**config.mk**
```make
export PLATFORM = sky130hd
export DESIGN_NAME = frame_job_regs
export DESIGN_NICKNAME = d
export VERILOG_FILES = /design/src/rtl/fjr_pkg.sv /design/src/rtl/fjr_job_word.sv /design/src/rtl/fjr_status.sv /design/src/rtl/fjr_bound_bank.sv /design/src/rtl/fjr_read_port.sv /design/src/rtl/frame_job_regs.sv
export SDC_FILE = /design/constraint.sdc
export NUM_CORES = 1
export LEC_CHECK = 0
export ABC_AREA = 1
export BUFFER_PORTS_ARGS = -buffer_cell sky130_fd_sc_hd__buf_2
export CORE_AREA = 2 2 112 114
export CTS_CLUSTER_DIAMETER = 60
export CTS_CLUSTER_SIZE = 12
export DETAILED_ROUTE_END_ITERATION = 10
export DIE_AREA = 0 0 114 116
export PLACE_DENSITY = 0.9
export SYNTH_ARGS = -nofsm -noshare
export SYNTH_HDL_FRONTEND = slang
export SYNTH_SLANG_ARGS = --single-unit
export TNS_END_PERCENT = 100
```
**constraint.sdc**
```tcl
create_clock -name clk_i -period 2.2 [get_ports clk_i]
set_input_delay 0.33 -clock clk_i [delete_from_list [all_inputs] [get_ports clk_i]]
set_output_delay 0.33 -clock clk_i [all_outputs]
set_load 0.02 [all_outputs]
```
**src/rtl/fjr_pkg.sv**
```systemverilog
package fjr_pkg;
  localparam int unsigned DATA_W   = 32;
  localparam int unsigned DIM_W    = 9;
  localparam int unsigned OP_W     = 6;
  localparam int unsigned NUM_CH   = 6;
  localparam int unsigned WIDTH_LSB  = 23;
  localparam int unsigned HEIGHT_LSB = 14;
  localparam int unsigned OP_LSB     = 1;
  localparam int unsigned START_BIT  = 0;
  localparam int unsigned IDX_JOB    = 0;
  localparam int unsigned IDX_STATUS = 1;
  localparam int unsigned IDX_BOUND0 = 2;
  localparam int unsigned NUM_WORDS  = IDX_BOUND0 + NUM_CH;
endpackage

```
**src/rtl/fjr_job_word.sv**
```systemverilog
module fjr_job_word
  import fjr_pkg::*;
(
  input  logic              clk_i,
  input  logic              rst_ni,
  input  logic              wr_hit_i,
  input  logic [DATA_W-1:0] wdata_i,
  output logic [DIM_W-1:0]  width_o,
  output logic [DIM_W-1:0]  height_o,
  output logic [OP_W-1:0]   op_o,
  output logic              start_o
);
  logic [DIM_W-1:0] width_d, height_d;
  logic [OP_W-1:0]  op_d;
  logic             start_d;

  always_comb begin
    width_d  = width_o;
    height_d = height_o;
    op_d     = op_o;
    start_d  = 1'b0;
    if (wr_hit_i) begin
      width_d  = wdata_i[WIDTH_LSB  +: DIM_W];
      height_d = wdata_i[HEIGHT_LSB +: DIM_W];
      op_d     = wdata_i[OP_LSB     +: OP_W];
      start_d  = wdata_i[START_BIT];
    end
  end

  always_ff @(posedge clk_i or negedge rst_ni) begin
    if (!rst_ni) begin
      width_o  <= '0;
      height_o <= '0;
      op_o     <= '0;
      start_o  <= 1'b0;
    end else begin
      start_o <= start_d;
      if (wr_hit_i) begin
        width_o  <= width_d;
        height_o <= height_d;
        op_o     <= op_d;
      end
    end
  end
endmodule

```
**src/rtl/fjr_status.sv**
```systemverilog
module fjr_status (
  input  logic clk_i,
  input  logic rst_ni,
  input  logic start_wr_i,
  input  logic done_i,
  output logic done_flag_o
);
  logic done_d;
  logic done_en;

  always_comb begin
    done_en = start_wr_i | done_i;
    if (start_wr_i) done_d = 1'b0;
    else            done_d = 1'b1;
  end

  always_ff @(posedge clk_i or negedge rst_ni) begin
    if (!rst_ni)      done_flag_o <= 1'b0;
    else if (done_en) done_flag_o <= done_d;
  end
endmodule

```
**src/rtl/fjr_bound_bank.sv**
```systemverilog
module fjr_bound_bank
  import fjr_pkg::*;
#(
  parameter int unsigned ADDR_W = 4,
  parameter int unsigned CH_W   = 8
) (
  input  logic                   clk_i,
  input  logic                   rst_ni,
  input  logic                   wr_en_i,
  input  logic [ADDR_W-1:0]      addr_i,
  input  logic [2*CH_W-1:0]      wdata_i,
  output logic [NUM_CH*CH_W-1:0] lo_o,
  output logic [NUM_CH*CH_W-1:0] hi_o
);
  for (genvar g = 0; g < NUM_CH; g++) begin : g_ch
    logic hit;
    logic [CH_W-1:0] lo_d, hi_d;
    assign hit = wr_en_i && (addr_i == ADDR_W'(IDX_BOUND0 + g));

    always_comb begin
      lo_d = lo_o[g*CH_W +: CH_W];
      hi_d = hi_o[g*CH_W +: CH_W];
      if (hit) begin
        lo_d = wdata_i[0    +: CH_W];
        hi_d = wdata_i[CH_W +: CH_W];
      end
    end

    always_ff @(posedge clk_i or negedge rst_ni) begin
      if (!rst_ni) begin
        lo_o[g*CH_W +: CH_W] <= '0;
        hi_o[g*CH_W +: CH_W] <= '0;
      end else if (hit) begin
        lo_o[g*CH_W +: CH_W] <= lo_d;
        hi_o[g*CH_W +: CH_W] <= hi_d;
      end
    end
  end
endmodule

```
**src/rtl/fjr_read_port.sv**
```systemverilog
module fjr_read_port
  import fjr_pkg::*;
#(
  parameter int unsigned ADDR_W = 4,
  parameter int unsigned CH_W   = 8
) (
  input  logic                   clk_i,
  input  logic                   rst_ni,
  input  logic                   rd_en_i,
  input  logic [ADDR_W-1:0]      addr_i,
  input  logic [DIM_W-1:0]       width_i,
  input  logic [DIM_W-1:0]       height_i,
  input  logic [OP_W-1:0]        op_i,
  input  logic                   done_i,
  input  logic [NUM_CH*CH_W-1:0] lo_i,
  input  logic [NUM_CH*CH_W-1:0] hi_i,
  output logic [DATA_W-1:0]      rdata_o
);
  logic [DATA_W-1:0] rdata_d;

  always_comb begin
    rdata_d = '0;
    if (addr_i == ADDR_W'(IDX_JOB)) begin
      rdata_d[WIDTH_LSB  +: DIM_W] = width_i;
      rdata_d[HEIGHT_LSB +: DIM_W] = height_i;
      rdata_d[OP_LSB     +: OP_W]  = op_i;
    end else if (addr_i == ADDR_W'(IDX_STATUS)) begin
      rdata_d[0] = done_i;
    end else begin
      for (int i = 0; i < NUM_CH; i++) begin
        if (addr_i == ADDR_W'(IDX_BOUND0 + i)) begin
          rdata_d[0    +: CH_W] = lo_i[i*CH_W +: CH_W];
          rdata_d[CH_W +: CH_W] = hi_i[i*CH_W +: CH_W];
        end
      end
    end
  end

  always_ff @(posedge clk_i or negedge rst_ni) begin
    if (!rst_ni)      rdata_o <= '0;
    else if (rd_en_i) rdata_o <= rdata_d;
  end
endmodule

```
**src/rtl/frame_job_regs.sv**
```systemverilog
module frame_job_regs
  import fjr_pkg::*;
#(
  parameter int unsigned ADDR_W = 4,
  parameter int unsigned CH_W   = 8
) (
  input  logic                   clk_i,
  input  logic                   rst_ni,
  input  logic                   wr_en_i,
  input  logic                   rd_en_i,
  input  logic [ADDR_W-1:0]      addr_i,
  input  logic [31:0]            wdata_i,
  output logic [31:0]            rdata_o,
  output logic [8:0]             img_width_o,
  output logic [8:0]             img_height_o,
  output logic [5:0]             op_sel_o,
  output logic                   start_o,
  input  logic                   done_i,
  output logic [NUM_CH*CH_W-1:0] bound_lo_o,
  output logic [NUM_CH*CH_W-1:0] bound_hi_o
);
  localparam int unsigned BND_DATA_W = 2 * CH_W;

  logic job_hit, start_wr, done_flag;
  logic unused_pad_bits;

  assign job_hit  = wr_en_i && (addr_i == ADDR_W'(IDX_JOB));
  assign start_wr = job_hit && wdata_i[START_BIT];
  assign unused_pad_bits = ^wdata_i[HEIGHT_LSB-1:OP_LSB+OP_W];

  fjr_job_word u_job (
    .clk_i    (clk_i),
    .rst_ni   (rst_ni),
    .wr_hit_i (job_hit),
    .wdata_i  (wdata_i),
    .width_o  (img_width_o),
    .height_o (img_height_o),
    .op_o     (op_sel_o),
    .start_o  (start_o)
  );

  fjr_status u_status (
    .clk_i       (clk_i),
    .rst_ni      (rst_ni),
    .start_wr_i  (start_wr),
    .done_i      (done_i),
    .done_flag_o (done_flag)
  );

  fjr_bound_bank #(.ADDR_W(ADDR_W), .CH_W(CH_W)) u_bounds (
    .clk_i   (clk_i),
    .rst_ni  (rst_ni),
    .wr_en_i (wr_en_i),
    .addr_i  (addr_i),
    .wdata_i (wdata_i[BND_DATA_W-1:0]),
    .lo_o    (bound_lo_o),
    .hi_o    (bound_hi_o)
  );

  fjr_read_port #(.ADDR_W(ADDR_W), .CH_W(CH_W)) u_read (
    .clk_i    (clk_i),
    .rst_ni   (rst_ni),
    .rd_en_i  (rd_en_i),
    .addr_i   (addr_i),
    .width_i  (img_width_o),
    .height_i (img_height_o),
    .op_i     (op_sel_o),
    .done_i   (done_flag),
    .lo_i     (bound_lo_o),
    .hi_i     (bound_hi_o),
    .rdata_o  (rdata_o)
  );
endmodule

```
After elaboration in Yosys (flattened, before gate mapping)

Cells that the tools add are included.

Add/subtract/negate cells: 0
Multipliers: 0
Divide/modulo/power cells: 0
Order comparisons: 0
Equality and inequality tests: 7
Shift-type cells: 0
Multiplexer cells: 15
Bitwise operators: 1
Reduce and logical (&&, ||, !) cells: 9

Operators with widths:

| kind               | count |
|---|---|
| $mux 16            | 7 |
| $eq 4x3->1 const B | 4 |
| $mux 15            | 1 |
| $eq 4x2->1 const B | 2 |
| $logic_and 1x1->1  | 8 |
| $mux 7             | 1 |
| $mux 6             | 1 |
| $eq 4x1->1 const B | 1 |
| $logic_not 4->1    | 1 |
| $mux 1             | 4 |
| $mux 2             | 1 |
| $or 1x1->1         | 1 |

Register bits after elaboration: 154
Latch bits: 0
Memory bits (writable): 0
ROM bits: 0
Bits of input ports: 41
Output and inout bits: 153
Word-level logic and storage cells: 50
Memories: 0

Depth between registers and ports, before layout

Word-level depth: 9
Depth in mapped cells: 13
Depth with buffers taken out: 12

Cells and area by module

A second synthesis with hierarchy kept.

Cells, all modules: 929
Area total of the unflattened synthesis: 7478.4 um^2

By module, submodules not included:

| module         | instances | cells each | area each (um^2) |
|---|---|---|---|
| fjr_bound_bank | 1         | 462        | 4190.3 |
| fjr_read_port  | 1         | 353        | 2243.4 |
| fjr_job_word   | 1         | 105        | 988.4 |
| fjr_status     | 1         | 3          | 32.5 |
| frame_job_regs | 1         | 6          | 23.8 |

Worst setup path after synthesis

No wires, ideal clock.

Kind: input to register
Start point: input port addr_i[0]
End point: register u_job.height_o[2]
Library setup time: 0.125 ns
Arrival time: 1.263 ns
Setup slack: 0.812 ns
Stages: 5
Cell sequence: buf_4 nor2_2 nand3_1 buf_2 mux2_2

Word-level cells in the longest chain between the ends: 2

RTL lines:

| item                   | line                 | source |
|---|---|---|
| start: declaration     | frame_job_regs.sv:11 | `input logic [ADDR_W-1:0] addr_i,` |
| $logic_not 4->1        | frame_job_regs.sv:27 | `assign job_hit = wr_en_i && (addr_i == ADDR_W'(IDX_JOB));` |
| $logic_and 1x1->1      | frame_job_regs.sv:27 |  |
| end signal: assignment | fjr_job_word.sv:40   | `height_o <= height_d;` |
| end: declaration       | fjr_job_word.sv:9    | `output logic [DIM_W-1:0] height_o,` |

Every way passes these cells.
A chain may end at the register's enable or synchronous reset.

Worst setup path after layout

Start point: input port addr_i[2]
End point: register u_bounds.lo_o[28]

Word-level cells in the longest chain between the ends: 2

RTL lines:

| item                           | line                 | source |
|---|---|---|
| $eq 4x3->1                     | fjr_bound_bank.sv:18 | `assign hit = wr_en_i && (addr_i == ADDR_W'(IDX_BOUND0 + g));` |
| $logic_and 1x1->1              | fjr_bound_bank.sv:18 |  |
| end signal: indexed assignment | fjr_bound_bank.sv:34 | `lo_o[g*CH_W +: CH_W] <= lo_d;` |
| end: declaration               | fjr_bound_bank.sv:12 | `output logic [NUM_CH*CH_W-1:0] lo_o,` |

Every way passes these cells.

==> metrics.txt <==
DR pass1 iterations=5; first-pass GRT wire length=29.4 mm; fin area=8240 um^2; global route overflow=0; slowest CP cell=o21ai_0; Synth Instances=739; Critical Path RT=2.51 ns; Leak=4.45 nW; Yosys top cell area share=59.1%; Post-synth top cells=240 x nand2_1, 154 x dfrtp_1, 118 x o21ai_0; top area cells in the synthesized netlist=dfrtp_1 59%, nand2_1 14%, o21ai_0 9.1%, nand3_1 2.8%, mux2_2 2.8%; CP startpoint kind=input pin; Worst R2R Setup Slack=0.99 ns; vias in the first global route=5,546; GPL Wtd Cong=0.863; share of layout cells above drive strength 1=29.8%; DR top layer=met4; Core Area=11,900 um^2; starting density of the core=54.7%; hold crit path type=input pin to flop; first-iteration detailed-routing DRC count=539; # fillers=949; Chip Width=114 um; Die Height=116 um; Setup Skew=0.00793 ns; Final Setup Violations=0; Warnings, synthesis=0; # rows=40; Async S/R FF share, synth=100%; Port Buf Inserts=193; Root Buffer Master=clkbuf_16; antenna violations before repair=0; CTS Buf Count=17; predominant post-synthesis flop cell=dfrtp_1; fin crit share=81.3%; Synth Register Bits=154; CTS tree=yes; Die Area=13,200 um^2; Area growth syn-to-layout=26.5%; HP Start=wdata_i[19]; final wirelength=18.6 mm; worst reg2reg path startpoint=u_bounds.hi_o[23]; Final #Nets=971; Synthesized Nets=780; Antenna Nets Post-Route=0; worst reg-to-reg path cell count=6; CP Capture Type=flop; DR vias=6,002; slowest stage delay, CP=0.37 ns; PnR Total Power=8.60 mW; post-route setup TNS=0 ns; worst skew pair latency=0.42 ns; crit-path cells=buf_2 > inv_1 > nor2_1 > buf_4 > nand2_1 > inv_2 > nand2_2 > o21ai_0; syn avg cell area=8.82 um^2; # Post-CTS Setup Buffers=0; worst slew pin tran=0.737 ns; GRT Total Usage=29.2%; FF-to-FF End=u_read.rdata_o[15]; EDFF count, synth=0; Final HPWL DP=13.3 mm; Bufs on Longest Clock Path=2; CTS H-tree depth=4; count leader, synth=nand2_1; sequential area share after synthesis=59.1%; maximum clock rate=559 MHz; Final Hold Fails=0; Avg WL per Cell=17.1 um; Post-Route M1 WL=7.64 mm; Post-Synthesis Cell Area=6520 um^2; Tmin final=1.79 ns; area leader, netlist=dfrtp_1; status=finished, final reports clean; Worst Hold Depth=2; end of the worst hold path=u_job.height_o[5]; largest net degree at the start of global routing=50; placed cell area=7650 um^2; Reg clk slew, reported paths=0.06 ns; Slew headroom=50.8%; maximum vdd drop=0.667 mV; via density per instance=5.51; power density over the cells=1040 nW/um^2; worst hold slack=0.136 ns; Max-Cap Viols=0; Ant. Diodes=0; met3 wire length=1.69 mm; Slew Limit Fails=0; synth unique cells=21; drt drc=0; CP arrival=2.10 ns; RSZ-0062 raised after global routing=false; met2 WL post-DR=8.77 mm; boundary pin count=194; Num Clock Sinks=154; CP Max Fanout=32; crit path kind=input pin to flop
## what timing repair did
| item | 4_1_cts | 5_1_grt |
|---|---|---|
| endpoints found under the setup margin | 0 | 0 |
| gates resized for setup | 0 | 0 |
| hold endpoints to repair | 46 | 0 |
| hold buffers | 1 | 0 |
## cells in the final DEF, fill, tap and decap left out, types with 8 or more instances in the layout
cell type	netlist	routed
a21oi_1	19	19
or2_2	11	11
nand4_1	8	8
nor2_1	38	37
nand2_1	240	240
buf_4	4	16
dfrtp_1	154	154
inv_1	35	35
o21ai_0	118	118
clkbuf_16	0	17
nand3_1	36	36
buf_2	15	192
mux2_2	16	16
## final cells by class
class / count / area (um^2) / area share [%]
repair buffers: 212 / 1140 / 13.9
multi-input cells: 503 / 2320 / 28.2
flip-flops and latches: 154 / 3850 / 46.8
well taps: 147 / 184 / 2.23
clock inverters: 12 / 124 / 1.50
inverters: 42 / 158 / 1.91
clock buffers: 20 / 457 / 5.54
## worst max-delay path by stage
stage	startpoint	depth (start not counted)	slack, ns	endpoint
after floorplan	addr_i[0]	5	0.81	u_job.height_o[2]
after detailed placement	addr_i[2]	8	0.11	u_bounds.lo_o[30]
after CTS	addr_i[2]	8	0.45	u_bounds.lo_o[28]
after global placement	addr_i[2]	9	0.22	u_bounds.lo_o[25]
after global routing	addr_i[2]	8	0.21	u_bounds.lo_o[28]
final	addr_i[2]	8	0.41	u_bounds.lo_o[28]
## where the power goes
| group | switching (mW) | internal, mW | total (mW) |
|---|---|---|---|
| Clock | 1.14 | 1.72 | 2.85 |
| Sequential | 0.427 | 3.33 | 3.76 |
| Combinational | 1.33 | 0.651 | 1.98 |
| Total | 2.90 | 5.70 | 8.60 |
## through the flow
stage	utilization, %	worst slack [ns]	std cells
final	69.2	0.411	1090
after global routing	69.2	0.207	1090
after CTS	69.2	0.446	1090
after detailed placement	64.2	0.110	1057
after global placement	64.2	0.217	1057
after floorplan	-	0.812	739
## per-layer routing
layer,track usage [%],up-vias
met3,6.96,38
met4,11.1,0
li1,-,2794
met5,0,-
met2,46.7,330
met1,39.2,2840
## registers in the layout, summed over array words and instances, names as in the netlist
name and count:
u_job.op_o 6, u_status.done_flag_o 1, u_job.start_o 1, u_bounds.lo_o 48, u_job.height_o 9, u_job.width_o 9
u_read.rdata_o 32, u_bounds.hi_o 48
## worst max-delay path: cells and delay by family
| kind | cells | cell delay [ns] |
|---|---|---|
| and+or+nand+nor | 3 | 0.78 |
| buffers and inverters | 4 | 0.61 |
| AOI/OAI and AO/OA | 1 | 0.37 |
## cell families after synthesis
family,after synthesis,share of synthesized area (%)
DFF,154,59.1
muxes,16,2.76
and+or+nand+nor,337,21.0
AOI/OAI and AO/OA,150,11.9
buffers and inverters,82,5.26
(Power assumes the default switching activity.)
